### src/rtl/lbu_pkg.sv
package lbu_pkg;
  typedef enum logic [2:0] {
    LOP_AND    = 3'd0,
    LOP_OR     = 3'd1,
    LOP_XOR    = 3'd2,
    LOP_POPCNT = 3'd3,
    LOP_PARITY = 3'd4
  } lop_e;

  localparam logic [3:0] LEN_BYTE  = 4'd1;
  localparam logic [3:0] LEN_WORD  = 4'd4;
  localparam logic [3:0] LEN_DWORD = 4'd8;
endpackage

### src/rtl/lbu_bitwise.sv
module lbu_bitwise #(
  parameter int DATA_W = 64
) (
  input  logic [DATA_W-1:0] a_i,
  input  logic [DATA_W-1:0] b_i,
  output logic [DATA_W-1:0] and_o,
  output logic [DATA_W-1:0] or_o,
  output logic [DATA_W-1:0] xor_o
);
  assign and_o = a_i & b_i;
  assign or_o  = a_i | b_i;
  assign xor_o = a_i ^ b_i;
endmodule

### src/rtl/lbu_popcount.sv
module lbu_popcount #(
  parameter int DATA_W = 64,
  parameter int LANE_W = 8
) (
  input  logic [DATA_W-1:0] a_i,
  output logic [DATA_W-1:0] lane_cnt_o,
  output logic [DATA_W-1:0] half_cnt_o,
  output logic [DATA_W-1:0] full_cnt_o
);
  localparam int NLANES = DATA_W / LANE_W;
  localparam int LPH    = NLANES / 2;
  localparam int HALF_W = DATA_W / 2;
  localparam int CNT_W  = $clog2(LANE_W + 1);
  localparam int HCNT_W = $clog2(HALF_W + 1);
  localparam int DCNT_W = $clog2(DATA_W + 1);

  logic [CNT_W-1:0]  lane_cnt [NLANES];
  logic [HCNT_W-1:0] half_cnt [2];

  // per-lane bit counters
  for (genvar g = 0; g < NLANES; g++) begin : g_lane
    logic [CNT_W-1:0] c;
    always_comb begin
      c = '0;
      for (int k = 0; k < LANE_W; k++) c = c + CNT_W'(a_i[g*LANE_W + k]);
    end
    assign lane_cnt[g] = c;
    assign lane_cnt_o[g*LANE_W +: LANE_W] = LANE_W'(c);
  end

  // half sums reuse lane counts
  for (genvar h = 0; h < 2; h++) begin : g_half
    logic [HCNT_W-1:0] s;
    always_comb begin
      s = '0;
      for (int l = 0; l < LPH; l++) s = s + HCNT_W'(lane_cnt[h*LPH + l]);
    end
    assign half_cnt[h] = s;
    assign half_cnt_o[h*HALF_W +: HALF_W] = HALF_W'(s);
  end

  logic [DCNT_W-1:0] full_sum;
  assign full_sum   = DCNT_W'(half_cnt[0]) + DCNT_W'(half_cnt[1]);
  assign full_cnt_o = DATA_W'(full_sum);
endmodule

### src/rtl/lbu_parity.sv
module lbu_parity #(
  parameter int DATA_W = 64,
  parameter int LANE_W = 8
) (
  input  logic [DATA_W-1:0] a_i,
  output logic [DATA_W-1:0] half_par_o,
  output logic [DATA_W-1:0] full_par_o
);
  localparam int NLANES = DATA_W / LANE_W;
  localparam int LPH    = NLANES / 2;
  localparam int HALF_W = DATA_W / 2;

  logic [NLANES-1:0] lsb;
  logic [1:0]        hp;

  for (genvar g = 0; g < NLANES; g++) begin : g_lsb
    assign lsb[g] = a_i[g*LANE_W];
  end

  for (genvar h = 0; h < 2; h++) begin : g_hp
    assign hp[h] = ^lsb[h*LPH +: LPH];
    assign half_par_o[h*HALF_W +: HALF_W] = HALF_W'(hp[h]);
  end

  assign full_par_o = DATA_W'(hp[0] ^ hp[1]);
endmodule

### src/rtl/logic_bitcount_unit.sv
module logic_bitcount_unit #(
  parameter int DATA_W = 64,
  parameter int LANE_W = 8,
  parameter int CTX_W  = 16
) (
  input  logic [2:0]        op_i,
  input  logic [3:0]        len_i,
  input  logic [DATA_W-1:0] a_i,
  input  logic [DATA_W-1:0] b_i,
  input  logic [CTX_W-1:0]  ctx_i,
  output logic [DATA_W-1:0] result_o,
  output logic [CTX_W-1:0]  ctx_o
);
  import lbu_pkg::*;

  logic [DATA_W-1:0] and_r, or_r, xor_r;
  logic [DATA_W-1:0] cnt_lane, cnt_half, cnt_full;
  logic [DATA_W-1:0] par_half, par_full;

  lbu_bitwise #(.DATA_W(DATA_W)) u_bitwise (
    .a_i(a_i), .b_i(b_i), .and_o(and_r), .or_o(or_r), .xor_o(xor_r)
  );

  lbu_popcount #(.DATA_W(DATA_W), .LANE_W(LANE_W)) u_popcount (
    .a_i(a_i), .lane_cnt_o(cnt_lane), .half_cnt_o(cnt_half), .full_cnt_o(cnt_full)
  );

  lbu_parity #(.DATA_W(DATA_W), .LANE_W(LANE_W)) u_parity (
    .a_i(a_i), .half_par_o(par_half), .full_par_o(par_full)
  );

  always_comb begin
    result_o = '0;
    case (lop_e'(op_i))
      LOP_AND: result_o = and_r;
      LOP_OR:  result_o = or_r;
      LOP_XOR: result_o = xor_r;
      LOP_POPCNT: begin
        case (len_i)
          LEN_BYTE:  result_o = cnt_lane;
          LEN_WORD:  result_o = cnt_half;
          LEN_DWORD: result_o = cnt_full;
          default:   result_o = '0;
        endcase
      end
      LOP_PARITY: begin
        case (len_i)
          LEN_WORD:  result_o = par_half;
          LEN_DWORD: result_o = par_full;
          default:   result_o = '0;
        endcase
      end
      default: result_o = '0;
    endcase
  end

  assign ctx_o = ctx_i;
endmodule

### config.mk
export PLATFORM = sky130hd
export DESIGN_NAME = logic_bitcount_unit
export DESIGN_NICKNAME = d
export VERILOG_FILES = /design/src/rtl/lbu_pkg.sv /design/src/rtl/lbu_bitwise.sv /design/src/rtl/lbu_popcount.sv /design/src/rtl/lbu_parity.sv /design/src/rtl/logic_bitcount_unit.sv
export SDC_FILE = /design/constraint.sdc
export NUM_CORES = 1
export LEC_CHECK = 0
export BUFFER_PORTS_ARGS = -buffer_cell sky130_fd_sc_hd__buf_2
export CORE_ASPECT_RATIO = 1.25
export CORE_MARGIN = 2
export CORE_UTILIZATION = 45
export DETAILED_ROUTE_END_ITERATION = 16
export PLACE_DENSITY = 0.71
export REMOVE_ABC_BUFFERS = 1
export SYNTH_ARGS = -nofsm -noshare
export SYNTH_HDL_FRONTEND = slang
export SYNTH_SLANG_ARGS = --single-unit
### constraint.sdc
create_clock -name vclk -period 13.5
set_input_delay 3.375 -clock vclk [all_inputs]
set_output_delay 3.375 -clock vclk [all_outputs]
set_load 0.1 [all_outputs]
==> metrics.txt, run 1 <==
status finished, final reports clean; crit path DAT between 9 and 10 ns; Min-Delay Startpoint ctx_i[2]; I/O Pins ~230; GRT Util Overall approximately 23%; CTS resizes 0; MaxCap Viol Count 0; Distinct cells, synth between 40 and 50; critical path buffer and inverter count 4; FFs & Latches 0; DP Wirelength about 14,000 um; GRT Residual Overflow 0; initial DRC count roughly 230; Core Area between 0.01 and 0.015 mm^2; # DRC 0; number of global-route vias before repair approximately 6,000; num rows 48; die area 0.0151 mm^2; Slew @ Worst Pin ~0.83 ns; CP max stage cell fa_1; Post-Layout Inst Area about 0.0073 mm^2; Setup crit end kind output port; DR pass1 iterations 5; hold_buf cts 0; cells after synthesis 850; HP Class input pin to output port; Pwr per Cell Area around 180 mW/mm^2; Total Wirelength ~17,000 um; Final #Nets ~1,400; Worst setup SP type input pin; VDD IR max ~0.25 mV; cell breakdown of the critical path buf_2, ha_1, inv_1, fa_1, fa_1, fa_1, fa_1, xnor2_1, ha_1, xor2_1, fa_1, inv_1, fa_1, xor2_1, ha_1, o21ai_0, o21bai_1, a21oi_1, xor2_1, o21ai_0, buf_2; initial core utilization between 40% and 50%; vias per std cell between 5 and 6; Seq/Total Area, Yosys 0%; total power 1.28 mW; cell family contributing the most delay on the critical path adder cells; Critical Path Fanout Max 4; Die Ht between 100 and 150 um; crit-path most repeated cell fa_1; leading cell type in the layout, fill and taps excluded buf_2; worst hold path stage count 0; P&R area growth vs syn 15.0%; Fill cells between 1,000 and 1,500; via count about 6,000; Yosys top cell area share 34.4%; WL per Instance approximately 15 um; # diodes 0; Required @ worst endpoint 10.12 ns; Tmin final between 10 and 15 ns; GPL Wtd Cong ~0.87; Hold Fails Final Rpt 0; syn avg cell area between 7 and 8 um^2; Worst Hold End ctx_o[2]; Port-buffer cells 199; Multi-input gate area 0.00531 mm^2; synth top area cells ha_1, fa_1, inv_1, a211oi_1, a21oi_1; layout clock buffer count 0; most frequent cells in the layout buf_2, inv_1, ha_1; highest clock rate about 80 MHz; Tcrit/Tclk final about 92%; largest net degree at the start of global routing 68; area leader, netlist ha_1; initial antenna violation count 0; CP Class input pin to output port; placed instance area roughly 0.0073 mm^2; endpoints failing setup 0; unrepaired setup endpoints after global routing no; fraction of layout cells with a size suffix above 1 21.0%; slew margin rel. 44.7%; Slew Viols, Final 0; first-pass GRT wire length 27,900 um; Leak 4.36 nW; die width approximately 110 um; area taken by flip-flops and latches 0 um^2; Mapped Area 0.00634 mm^2; Finished Core Util between 50% and 60%; Synth warnings 0; setup bufs post-CTS 0; Critical Path Max Stage Delay ~0.53 ns; Post-DRT Antenna Nets 0; Crit. path cell count 21
[Yosys cell counts, drive strengths merged, types with 4 or more instances]
cell and instances:
inv 194, o21ai 23, clkbuf 15, ha 174, buf 41, nand2 9
xnor2 14, nand2b 4, a21oi 80, xor2 12, nor2 97, o22ai 26
nor2b 22, fa 45, a211oi 54, a21o 8
[worst max-delay path by stage]
stage	startpoint	endpoint	slack [ns]
after floorplan	a_i[40]	result_o[5]	-0.07
after global placement	a_i[8]	result_o[5]	1.11
after detailed placement	a_i[0]	result_o[5]	1.06
after CTS	a_i[0]	result_o[5]	1.05
after global routing	a_i[32]	result_o[5]	0.73
final	a_i[0]	result_o[5]	1.06
[power by group]
part | total, mW | internal (mW) | leakage (nW) | switching, mW
combinational | 1.28 | 0.525 | 4.36 | 0.751
sequential | 0 | 0 | 0 | 0
clock | 0 | 0 | 0 | 0
[kinds of logic after synthesis]
logic type	count (synthesis)	share of synthesized area [%]
adder cells (fa/ha/maj)	219	48.6
XOR/XNOR	26	3.59
buffers and inverters	250	16.3
AND/OR/NAND/NOR	149	11.3
AO/OA/AOI/OAI	206	20.2
[through the flow]
step / worst slack [ns] / TNS, ns / hold WS (ns) / std cells
finish: 1.06 / 0 / 6.75 / 1172
global route: 0.729 / 0 / 6.75 / 1172
CTS: 1.05 / 0 / 6.75 / 1172
detailed placement: 1.06 / 0 / 6.75 / 1172
global placement: 1.11 / 0 / 6.75 / 1172
floorplan: -0.0726 / -0.0726 / 6.75 / 794
[layer usage]
layer | part of all wire [%] | routed length [um] | GRT usage, %
met3 | 6.0 | 1020 | 3.95
met5 | 0 | 0 | 0
met4 | 2.1 | 355 | 4.17
met2 | 50 | 8660 | 41.8
met1 | 42 | 7150 | 27.3
[area by class of cell]
class | count | share of cell area [%]
well taps | 175 | 3.01
inverters | 194 | 9.99
multi-input cells | 600 | 72.9
repair buffers | 203 | 14.1
(Power assumes the default switching activity.)
==> run 2, diff against run 1 <==
--- a/config.mk
+++ b/config.mk
@@ -8,9 +8,9 @@
 export BUFFER_PORTS_ARGS = -buffer_cell sky130_fd_sc_hd__buf_2
 export CORE_ASPECT_RATIO = 1.25
 export CORE_MARGIN = 2
-export CORE_UTILIZATION = 45
+export CORE_UTILIZATION = 53
 export DETAILED_ROUTE_END_ITERATION = 16
-export PLACE_DENSITY = 0.71
+export PLACE_DENSITY = 0.82
 export REMOVE_ABC_BUFFERS = 1
 export SYNTH_ARGS = -nofsm -noshare
 export SYNTH_HDL_FRONTEND = slang
==> constraint.sdc (replaced) <==
create_clock -name vclk -period 14.1
set_input_delay 3.525 -clock vclk [all_inputs]
set_output_delay 3.525 -clock vclk [all_outputs]
set_load 0.1 [all_outputs]
==> run 2 against run 1 <==
Effect of this change: utilization is 9.8 points higher; total power is 3.4% lower; die area is 15% lower; non-clock buffer count stayed put; via count is 1.3% higher; largest cell class unchanged; largest power group unchanged; highest routed layer is now met5.
==> metrics.txt, run 2 (synthesis gave the netlist of run 1 again) <==
PnR worst setup slack 1.22 ns (+0.161 ns); CP Class input pin to output port; FFs & Latches 0 (unchanged); Leak 4.36 nW (unchanged); fraction of layout cells with a size suffix above 1 21.0% (unchanged); initial antenna violation count 0 (unchanged); VDD IR max 0.298 mV (+17%); area taken by flip-flops and latches 0 um^2 (unchanged); Final #Nets 1,369 (unchanged); dpl cells 1,158 (-1.2%); final non-filler cell total 1,158 (-1.2%); Finished Core Util 62.6% (+9.8 points); Worst setup SP type input pin; GPL Wtd Cong 0.860 (-1.3%); Fill cells 1,071 (-23%); pre-CTS WS 1.29 ns (+0.226 ns); Tmin final around 13 ns; vias per std cell 5.30 (+2.6%); first-pass GRT wire length 26,800 um (-4.0%); endpoints failing setup 0 (unchanged); CTS resizes 0 (unchanged); die area 0.0129 mm^2 (-15%); leading cell type in the layout, fill and taps excluded buf_2; largest net degree at the start of global routing 74 (+8.8%); HP Class input pin to output port; Post-Layout Inst Area 0.00727 mm^2 (-0.24%); highest clock rate ~78 MHz; die width 102 um (-7.6%); I/O Pins 231 (unchanged); Min-Delay Startpoint ctx_i[12]; Core Area 0.0116 mm^2 (-16%); total power 1.23 mW (-3.4%); worst hold slack 7.05 ns (+0.301 ns); hold_buf cts 0 (unchanged); crit path DAT 9.35 ns (+0.28 ns); # diodes 0 (unchanged); status finished, final reports clean; number of global-route vias before repair 5,962 (-1.0%); initial DRC count 174 (-23%); Slew Viols, Final 0 (unchanged); slew margin rel. 47.3% (+2.6 points); Critical Path Fanout Max 4 (unchanged); Total Wirelength 16,600 um (-3.5%); placed instance area 0.00727 mm^2 (-0.24%); WL per Instance 14.3 um (-2.3%); Port-buffer cells 199 (unchanged); # DRC 0 (unchanged); most frequent cells in the layout buf_2, inv_1, ha_1; layout clock buffer count 0 (unchanged); Required @ worst endpoint 10.57 ns (+0.45 ns); P&R area growth vs syn 14.7%; Hold Fails Final Rpt 0 (unchanged); initial core utilization 54.6% (+8.7 points); DP Wirelength 13,800 um (-1.7%); Slew @ Worst Pin 0.789 ns (-0.0394 ns); setup bufs post-CTS 0 (unchanged); Tcrit/Tclk final around nine tenths; Setup crit end kind output port; via count 6,137 (+1.3%); unrepaired setup endpoints after global routing no; CP Launch Point a_i[32]; GRT Residual Overflow 0 (unchanged); setup_tns 0 ns (unchanged); DR pass1 iterations 4 (-1); Pwr per Cell Area 170 mW/mm^2 (-3.2%); MaxCap Viol Count 0 (unchanged); GRT Util Overall 25.2% (+2.5 points); num rows 44 (-8.3%); Die Ht 126 um (-7.6%); Post-DRT Antenna Nets 0 (unchanged)
==> run 2: cell counts in the layout (fill, tap and decap cells not counted) <==
No cell type changed its count.
==> run 2: worst paths after layout <==
check,endpoint,cells after the start,slack [ns]
setup / recovery,result_o[5],23,1.22
hold / removal,ctx_o[12],0,7.05
==> run 2: final cells by class <==
class	count	area, um^2	area share, %
Multi-Input combinational cell	600	5310	73.1
Inverter	194	728	10.0
Timing Repair Buffer	203	1030	14.2
Tap cell	161	201	2.77
==> run 2: critical path: stages <==
cell      delay, ns
buf_2          0.13
ha_1           0.30
inv_1          0.08
fa_1           0.43
fa_1           0.48
fa_1           0.42
fa_1           0.56
inv_1          0.08
ha_1           0.27
a21o_1         0.16
a21oi_1        0.19
xor2_1         0.12
fa_1           0.55
inv_1          0.05
ha_1           0.32
xor2_1         0.17
ha_1           0.36
o21ai_0        0.12
o21bai_1       0.13
a21oi_1        0.09
xor2_1         0.14
o21ai_0        0.21
buf_2          0.47
==> run 2: where the power goes <==
group	leakage (nW)	switching (mW)	internal, mW
registers	0	0	0
clock network	0	0	0
logic	4.36	0.724	0.509
total	4.36	0.724	0.509
==> run 2: layer usage <==
layer | share of wire, % | GRT usage [%] | vias up | wire length, um
met5 | 0.34 | 3.64 | - | 56
met4 | 1.7 | 4.69 | 2 | 281
met3 | 6.3 | 4.05 | 24 | 1050
met2 | 50 | 44.9 | 189 | 8280
met1 | 42 | 31.5 | 2869 | 6920
li1 | - | - | 3053 | -
